**config.mk**
```make
export PLATFORM = sky130hd
export DESIGN_NAME = tlb_perm_check
export DESIGN_NICKNAME = d
export VERILOG_FILES = /design/src/rtl/tlb_perm_pkg.sv /design/src/rtl/tlb_perm_ctl.sv /design/src/rtl/tlb_perm_dp.sv /design/src/rtl/tlb_perm_check.sv
export SDC_FILE = /design/constraint.sdc
export NUM_CORES = 1
export LEC_CHECK = 0
export CAP_MARGIN = 0
export CORE_ASPECT_RATIO = 0.7
export CORE_UTILIZATION = 41
export CTS_CLUSTER_DIAMETER = 200
export DETAILED_ROUTE_END_ITERATION = 8
export GPL_TIMING_DRIVEN = 0
export PLACE_DENSITY = 0.82
export SYNTH_ARGS = -nofsm -noshare
export SYNTH_HDL_FRONTEND = slang
export SYNTH_SLANG_ARGS = --single-unit
export TNS_END_PERCENT = 30
```
**constraint.sdc**
```tcl
create_clock -name clk -period 6.25 [get_ports clk]
set_input_delay 0.625 -clock clk [delete_from_list [all_inputs] [get_ports clk]]
set_output_delay 0.625 -clock clk [all_outputs]
set_load 0.005 [all_outputs]
```
**src/rtl/tlb_perm_pkg.sv**
```systemverilog
package tlb_perm_pkg;

  typedef enum logic [1:0] {
    ACC_FETCH = 2'd0,
    ACC_LOAD  = 2'd1,
    ACC_STORE = 2'd2,
    ACC_LOAD2 = 2'd3
  } accessKindE;

  typedef enum logic [2:0] {
    RES_OK       = 3'd0,
    RES_INVALID  = 3'd3,
    RES_DIRTY    = 3'd4,
    RES_NOREAD   = 3'd5,
    RES_NOEXEC   = 3'd6,
    RES_PRIVFAIL = 3'd7
  } resultCodeE;

  // strobes from control to datapath
  typedef struct packed {
    logic capture;
  } ctlStrobesT;

  // half-entry bit positions
  localparam int HB_VALID    = 0;
  localparam int HB_DIRTY    = 1;
  localparam int HB_PRIV_LO  = 2;
  localparam int HB_NOEXEC   = 4;
  localparam int HB_NOREAD   = 5;
  localparam int HB_RESTRICT = 6;
  localparam int HB_PPN_LO   = 7;

  localparam int PAGE_SHIFT  = 12;
  localparam int PS_MIN      = 12;
  localparam int PS_MAX      = 30;

endpackage

```
**src/rtl/tlb_perm_ctl.sv**
```systemverilog
module tlb_perm_ctl
  import tlb_perm_pkg::*;
(
  input  logic       clk,
  input  logic       rstN,
  input  logic       reqValid,
  output ctlStrobesT strobes,
  output logic       respValid
);

  always_comb begin
    strobes.capture = reqValid;
  end

  always_ff @(posedge clk) begin
    if (!rstN) respValid <= 1'b0;
    else       respValid <= reqValid;
  end


  resp_follows_req_chk: assert property (@(posedge clk) disable iff (!rstN)
    reqValid |=> respValid);


  resp_idle_chk: assert property (@(posedge clk) disable iff (!rstN)
    !reqValid |=> !respValid);

endmodule

```
**src/rtl/tlb_perm_dp.sv**
```systemverilog
module tlb_perm_dp
  import tlb_perm_pkg::*;
#(
  parameter int VA_W   = 48,
  parameter int PA_W   = 48,
  parameter int PRIV_W = 2,
  parameter int PPN_W  = PA_W - PAGE_SHIFT,
  parameter int HALF_W = HB_PPN_LO + PPN_W
)(
  input  logic              clk,
  input  logic              rstN,
  input  ctlStrobesT        strobes,
  input  logic [VA_W-1:0]   vaddr,
  input  logic [1:0]        accessKind,
  input  logic [PRIV_W-1:0] curPriv,
  input  logic              wide64,
  input  logic              fullAssoc,
  input  logic [5:0]        entryPs,
  input  logic [5:0]        globalPs,
  input  logic [HALF_W-1:0] evenHalf,
  input  logic [HALF_W-1:0] oddHalf,
  output logic [2:0]        resultCode,
  output logic [PA_W-1:0]   physAddr,
  output logic [2:0]        permRwx
);

  localparam int PRIV_HI = HB_PRIV_LO + PRIV_W - 1;

  logic [5:0]        psSel;
  logic              psOk;
  logic              oddSel;
  logic [HALF_W-1:0] half;
  logic              hValid, hDirty, hNoExec, hNoRead, hRestrict;
  logic [PRIV_W-1:0] hPriv;
  logic [PPN_W-1:0]  hPpn;
  logic              isFetch, isLoad, isStore;
  logic              privErr;
  resultCodeE        codeNext;
  logic [PA_W-1:0]   paRaw;
  logic [PA_W-1:0]   paNext;
  logic [2:0]        permNext;

  // page size and half selection
  always_comb begin
    psSel  = fullAssoc ? entryPs : globalPs;
    psOk   = (psSel >= 6'(PS_MIN)) && (psSel <= 6'(PS_MAX));
    oddSel = 1'b0;
    for (int b = PS_MIN; b <= PS_MAX; b++) begin
      if (psSel == 6'(b)) oddSel = vaddr[b];
    end
    half = oddSel ? oddHalf : evenHalf;
  end

  // field decode with 32-bit masking
  always_comb begin
    hValid    = half[HB_VALID];
    hDirty    = half[HB_DIRTY];
    hPriv     = half[PRIV_HI:HB_PRIV_LO];
    hNoExec   = wide64 & half[HB_NOEXEC];
    hNoRead   = wide64 & half[HB_NOREAD];
    hRestrict = wide64 & half[HB_RESTRICT];
    hPpn      = half[HALF_W-1:HB_PPN_LO];
  end

  // access classification
  always_comb begin
    isFetch = (accessKind == ACC_FETCH);
    isStore = (accessKind == ACC_STORE);
    isLoad  = (accessKind == ACC_LOAD) || (accessKind == ACC_LOAD2);
  end

  // privilege rule
  always_comb begin
    if (hRestrict) privErr = (curPriv != hPriv);
    else           privErr = (curPriv > hPriv);
  end

  // prioritized check
  always_comb begin
    if (!psOk || !hValid)        codeNext = RES_INVALID;
    else if (isFetch && hNoExec) codeNext = RES_NOEXEC;
    else if (isLoad && hNoRead)  codeNext = RES_NOREAD;
    else if (privErr)            codeNext = RES_PRIVFAIL;
    else if (isStore && !hDirty) codeNext = RES_DIRTY;
    else                         codeNext = RES_OK;
  end

  // address formation: offset bits below PS, page bits at and above PS
  always_comb begin
    paRaw = '0;
    for (int b = 0; b < PA_W; b++) begin
      if (b < int'(psSel) && b < VA_W) paRaw[b] = vaddr[b];
      else if (b >= PAGE_SHIFT)        paRaw[b] = hPpn[b-PAGE_SHIFT];
    end
  end

  always_comb begin
    if (codeNext == RES_OK) begin
      paNext   = paRaw;
      permNext = {1'b1, hDirty, ~hNoExec};
    end else begin
      paNext   = '0;
      permNext = 3'b000;
    end
  end

  // registered output stage
  always_ff @(posedge clk) begin
    if (!rstN) begin
      resultCode <= 3'd0;
      physAddr   <= '0;
      permRwx    <= 3'b000;
    end else if (strobes.capture) begin
      resultCode <= codeNext;
      physAddr   <= paNext;
      permRwx    <= permNext;
    end
  end


  bad_ps_invalid_chk: assert property (@(posedge clk) disable iff (!rstN)
    (strobes.capture && !psOk) |=> (resultCode == 3'd3));


  noexec_only_fetch_chk: assert property (@(posedge clk) disable iff (!rstN)
    (codeNext == RES_NOEXEC) |-> (isFetch && wide64));


  narrow_no_inhibit_chk: assert property (@(posedge clk) disable iff (!rstN)
    !wide64 |-> (codeNext != RES_NOEXEC && codeNext != RES_NOREAD));


  ok_grants_read_chk: assert property (@(posedge clk) disable iff (!rstN)
    (resultCode == 3'd0 && permRwx != 3'b000) |-> permRwx[2]);


  fail_zero_out_chk: assert property (@(posedge clk) disable iff (!rstN)
    (resultCode != 3'd0) |-> (permRwx == 3'b000 && physAddr == '0));


  hold_when_idle_chk: assert property (@(posedge clk) disable iff (!rstN)
    !strobes.capture |=> ($stable(resultCode) && $stable(physAddr) && $stable(permRwx)));

endmodule

```
**src/rtl/tlb_perm_check.sv**
```systemverilog
module tlb_perm_check
  import tlb_perm_pkg::*;
#(
  parameter int VA_W   = 48,
  parameter int PA_W   = 48,
  parameter int PRIV_W = 2,
  parameter int HALF_W = HB_PPN_LO + PA_W - PAGE_SHIFT
)(
  input  logic              clk,
  input  logic              rstN,
  input  logic              reqValid,
  input  logic [VA_W-1:0]   vaddr,
  input  logic [1:0]        accessKind,
  input  logic [PRIV_W-1:0] curPriv,
  input  logic              wide64,
  input  logic              fullAssoc,
  input  logic [5:0]        entryPs,
  input  logic [5:0]        globalPs,
  input  logic [HALF_W-1:0] evenHalf,
  input  logic [HALF_W-1:0] oddHalf,
  output logic              respValid,
  output logic [2:0]        resultCode,
  output logic [PA_W-1:0]   physAddr,
  output logic [2:0]        permRwx
);

  localparam int PPN_W = PA_W - PAGE_SHIFT;

  ctlStrobesT strobes;

  tlb_perm_ctl u_ctl (
    .clk       (clk),
    .rstN      (rstN),
    .reqValid  (reqValid),
    .strobes   (strobes),
    .respValid (respValid)
  );

  tlb_perm_dp #(
    .VA_W   (VA_W),
    .PA_W   (PA_W),
    .PRIV_W (PRIV_W),
    .PPN_W  (PPN_W),
    .HALF_W (HALF_W)
  ) u_dp (
    .clk        (clk),
    .rstN       (rstN),
    .strobes    (strobes),
    .vaddr      (vaddr),
    .accessKind (accessKind),
    .curPriv    (curPriv),
    .wide64     (wide64),
    .fullAssoc  (fullAssoc),
    .entryPs    (entryPs),
    .globalPs   (globalPs),
    .evenHalf   (evenHalf),
    .oddHalf    (oddHalf),
    .resultCode (resultCode),
    .physAddr   (physAddr),
    .permRwx    (permRwx)
  );

endmodule

```
==> PnR_summary.wiki <==
{| class="wikitable"
! Metric !! Value
|-
| Run status || finished, final reports clean
|-
| Leading cell types by total area after synthesis || sky130_fd_sc_hd__dfxtp_1, sky130_fd_sc_hd__a211oi_1, sky130_fd_sc_hd__nand2_1
|-
| Root Buffer Master || sky130_fd_sc_hd__clkbuf_16
|-
| Arrival time of the worst setup path || 6.07 ns
|-
| Number of buffers added on ports || between 200 and 250
|-
| CTS clock-pin slew for the worst setup and hold paths || ~0.080 ns
|-
| Critical Path End Type || register
|-
| List of most frequent post-synthesis cells || sky130_fd_sc_hd__nand2_1, sky130_fd_sc_hd__a211oi_1, sky130_fd_sc_hd__dfxtp_1
|-
| Seq cells post-synth || 55
|-
| Drt first pass iters || 5
|-
| Worst path required time || approximately 6.5 ns
|-
| Post-detailed-placement half-perimeter wirelength || around 15,000 µm
|-
| Yosys cell types || 65
|-
| Net Switching || 0.000351 W
|-
| Maximum VDD drop || roughly 110 µV
|-
| Max transition margin || 0.272
|-
| Cell Area, Synth || 4190 µm²
|-
| Wire length of the first global-routing pass || 29,100 µm
|-
| Classification of the worst-slack hold path || reg -> reg
|-
| Unrepaired setup endpoints after global routing || no
|-
| Via count of the first global-routing pass || about 5,300
|-
| Post-synthesis sequential area ratio || 0.263
|-
| Overall track demand over capacity in global routing || 0.364
|-
| Area of the core || 9800 µm²
|-
| Number of setup violations in the final report || 0
|-
| Maximum number of pins on one net before global-route repair || 19
|-
| Clock tree from TritonCTS || built
|-
| GRT overflow || 0
|-
| Share of async-settable or async-resettable flops after synthesis || 0
|-
| Internal cell power || just under 0.0007 W
|-
| DRC violations left || 0
|-
| Sequential power share || 0.349
|-
| Detail Route Antenna Nets || 0
|-
| Iter 0 DRT Violations || 714
|-
| Period Utilization, post-route || 0.940
|-
| P per Cell Area || between 150 and 200 nW/µm²
|-
| Final GP Congestion || 0.996
|-
| Number of instances in the synthesized netlist || 575
|-
| Signed area change from the synthesized netlist to the final layout || 56.9%
|-
| Final #Nets || 946
|-
| Number of setup buffers added after CTS || 0
|-
| LEAKAGE || 2.44 nW
|-
| Main synth FF type || sky130_fd_sc_hd__dfxtp_1
|-
| Detailed-route wire length per cell || roughly 21 µm
|-
| Share of the core filled with cells in the final layout || 0.671
|-
| Area share of the leading cell type in the synthesized netlist || 0.263
|-
| Width of the chip || around 120 µm
|-
| Startpoint-to-endpoint class of the critical path || in -> reg
|-
| Total length of routed wires || between 15,000 and 20,000 µm
|-
| Initial antenna violation count || 0
|-
| Number of diodes added for antenna fixing || 0
|-
| Total count of max-transition violations in the final report || 0
|-
| Worst Skew || 0 ns
|-
| Starting density of the core || 0.428
|-
| Die area || ~11,000 µm²
|-
| Yosys warning count || 0
|-
| Average instance area after synthesis || approximately 7.3 µm²
|-
| H-tree level count || 2
|-
| Net Count, Synth || 732
|-
| Routed via count divided by cell count || 6.05
|-
| Via count || 5,557
|-
| Synth area leader || sky130_fd_sc_hd__dfxtp_1
|-
| TritonCTS Buffers || 5
|-
| Proportion of power drawn by combinational gates || 0.371
|-
| Number of primary I/O pins || 210
|-
| Highest clock rate || around 0.17 GHz
|-
| Library cell with the highest instance count after synthesis || sky130_fd_sc_hd__nand2_1
|-
| Fraction of power consumed by the clock network || 0.280
|-
| Skew-Pair Late Insertion Delay || about 0.30 ns
|-
| Fin Setup TNS || 0 ns
|-
| Layout cell share with drive strength beyond 1 || 0.0595
|-
| Hold violation count in the final report || 0
|-
| Num Clock Sinks || 55
|-
| Min cycle time layout || between 5 and 6 ns
|-
| Actual slew at the worst max-slew pin || around 1.1 ns
|-
| Post-Route Hold Slack || between 0.4 and 0.5 ns
|-
| Die Span Y || 86.6 µm
|-
| Number of enable flip-flop cells after synthesis || 0
|-
| # Max-Cap Violations || 0
|-
| Largest buffer count on any clock path || 2
|-
| Cell Rows || 30
|-
| Sw Ratio || 0.337
|-
| CP Launch Type || primary input
|-
| Maximum fanout count along the critical path || 10
|}
==> registers in the layout, indices dropped and copies added (netlist names) <==
name / flops
u_dp.physAddr: 48
u_ctl.respValid: 1
u_dp.resultCode: 3
u_dp.permRwx: 3
==> path summary, 6_finish.rpt <==
kind / cells after the start / start / to / slack, ns
worst max-delay path: 17 / fullAssoc / u_dp.physAddr[33]$_SDFFE_PN0P_ / 0.38
worst min-delay path: 2 / u_dp.permRwx[2]$_SDFFE_PN0P_ / u_dp.permRwx[2]$_SDFFE_PN0P_ / 0.45
worst max register to register: 3 / u_dp.resultCode[2]$_SDFFE_PN0P_ / u_dp.resultCode[2]$_SDFFE_PN0P_ / 5.32
worst min register to register: 2 / u_dp.permRwx[2]$_SDFFE_PN0P_ / u_dp.permRwx[2]$_SDFFE_PN0P_ / 0.45
==> repair_timing <==
| action | 4_1_cts | 5_1_grt |
|---|---|---|
| endpoints found under the setup margin | 0 | 8 |
| resized for setup | 0 | 1 |
| hold buffers | 0 | 0 |
==> cell families (layout without fill, tap and decap cells) <==
logic type / Yosys count / count (layout) / share of synthesized area
muxes: 12 / 12 / 0.0316
DFF: 55 / 55 / 0.263
adders and majority gates: 2 / 2 / 0.00597
buffers and inverters: 87 / 302 / 0.0934
and+or+nand+nor: 196 / 196 / 0.223
AOI/OAI and AO/OA: 223 / 223 / 0.383
==> power by group through the flow <==
stage,Clock [W],Sequential (W),Combinational [W]
global placement,0,0.000371,0.000370
finish,0.000292,0.000364,0.000387
detailed placement,0,0.000372,0.000374
CTS,0.000293,0.000363,0.000376
global route,0.000304,0.000364,0.000411
floorplan,0,0.000372,0.000178
==> layout make-up <==
| cell class | instances | area [µm²] |
|---|---|---|
| clock inverter | 3 | 25.0 |
| clock buffer | 5 | 125 |
| multi-input combinational | 433 | 2700 |
| timing repair buffer | 207 | 2070 |
| tap | 128 | 160 |
| sequential | 55 | 1100 |
| inverter | 45 | 169 |
| fill | 821 | 3220 |
| buffer | 42 | 223 |
==> routing by layer <==
metal	global-route usage	routed length, µm	up-vias
li1	-	-	2559
met1	0.493	8310	2569
met2	0.553	8230	379
met3	0.103	2470	50
met4	0.120	468	0
met5	0	0	-
==> cells in the final DEF (no fill, tap or decap), types with 5 or more instances in the layout <==
cell / n
sky130_fd_sc_hd__a211oi_1: 66
sky130_fd_sc_hd__a21oi_1: 24
sky130_fd_sc_hd__a221oi_1: 8
sky130_fd_sc_hd__a31oi_1: 5
sky130_fd_sc_hd__and2_1: 8
sky130_fd_sc_hd__buf_2: 10
sky130_fd_sc_hd__buf_6: 6
sky130_fd_sc_hd__clkbuf_1: 24
sky130_fd_sc_hd__clkbuf_16: 5
sky130_fd_sc_hd__clkdlybuf4s50_1: 207
sky130_fd_sc_hd__dfxtp_1: 55
sky130_fd_sc_hd__inv_1: 45
sky130_fd_sc_hd__mux2_2: 6
sky130_fd_sc_hd__nand2_1: 85
sky130_fd_sc_hd__nand3_1: 8
sky130_fd_sc_hd__nor2_1: 35
sky130_fd_sc_hd__nor2b_1: 18
sky130_fd_sc_hd__nor3_1: 11
sky130_fd_sc_hd__o211ai_1: 5
sky130_fd_sc_hd__o21ai_0: 35
sky130_fd_sc_hd__o31ai_1: 38
==> through the flow <==
step	area, µm²	worst slack, ns	cells	power [W]
5_1_grt	6580	0.105	918	0.00108
6_report	6580	0.377	918	0.00104
2_1_floorplan	4190	1.70	575	0.000550
3_3_place_gp	6420	0.0980	910	0.000742
4_1_cts	6570	0.394	918	0.00103
3_5_place_dp	6420	0.0731	910	0.000745
==> critical path: stages <==
cell and delay [ns]:
sky130_fd_sc_hd__clkdlybuf4s50_1 0.63, sky130_fd_sc_hd__mux2i_1 0.75, sky130_fd_sc_hd__mux2_2 0.44, sky130_fd_sc_hd__a32o_1 0.22, sky130_fd_sc_hd__a222oi_1 0.30, sky130_fd_sc_hd__nor2_1 0.11
sky130_fd_sc_hd__a21o_1 0.21, sky130_fd_sc_hd__buf_2 0.22, sky130_fd_sc_hd__mux2i_1 0.21, sky130_fd_sc_hd__ha_1 0.27, sky130_fd_sc_hd__nor2b_1 0.13, sky130_fd_sc_hd__o21ai_0 0.47
sky130_fd_sc_hd__inv_1 0.17, sky130_fd_sc_hd__or4_1 0.52, sky130_fd_sc_hd__mux2_4 0.34, sky130_fd_sc_hd__buf_6 0.17, sky130_fd_sc_hd__o31ai_1 0.29
Power figures use the tool's default switching activity.
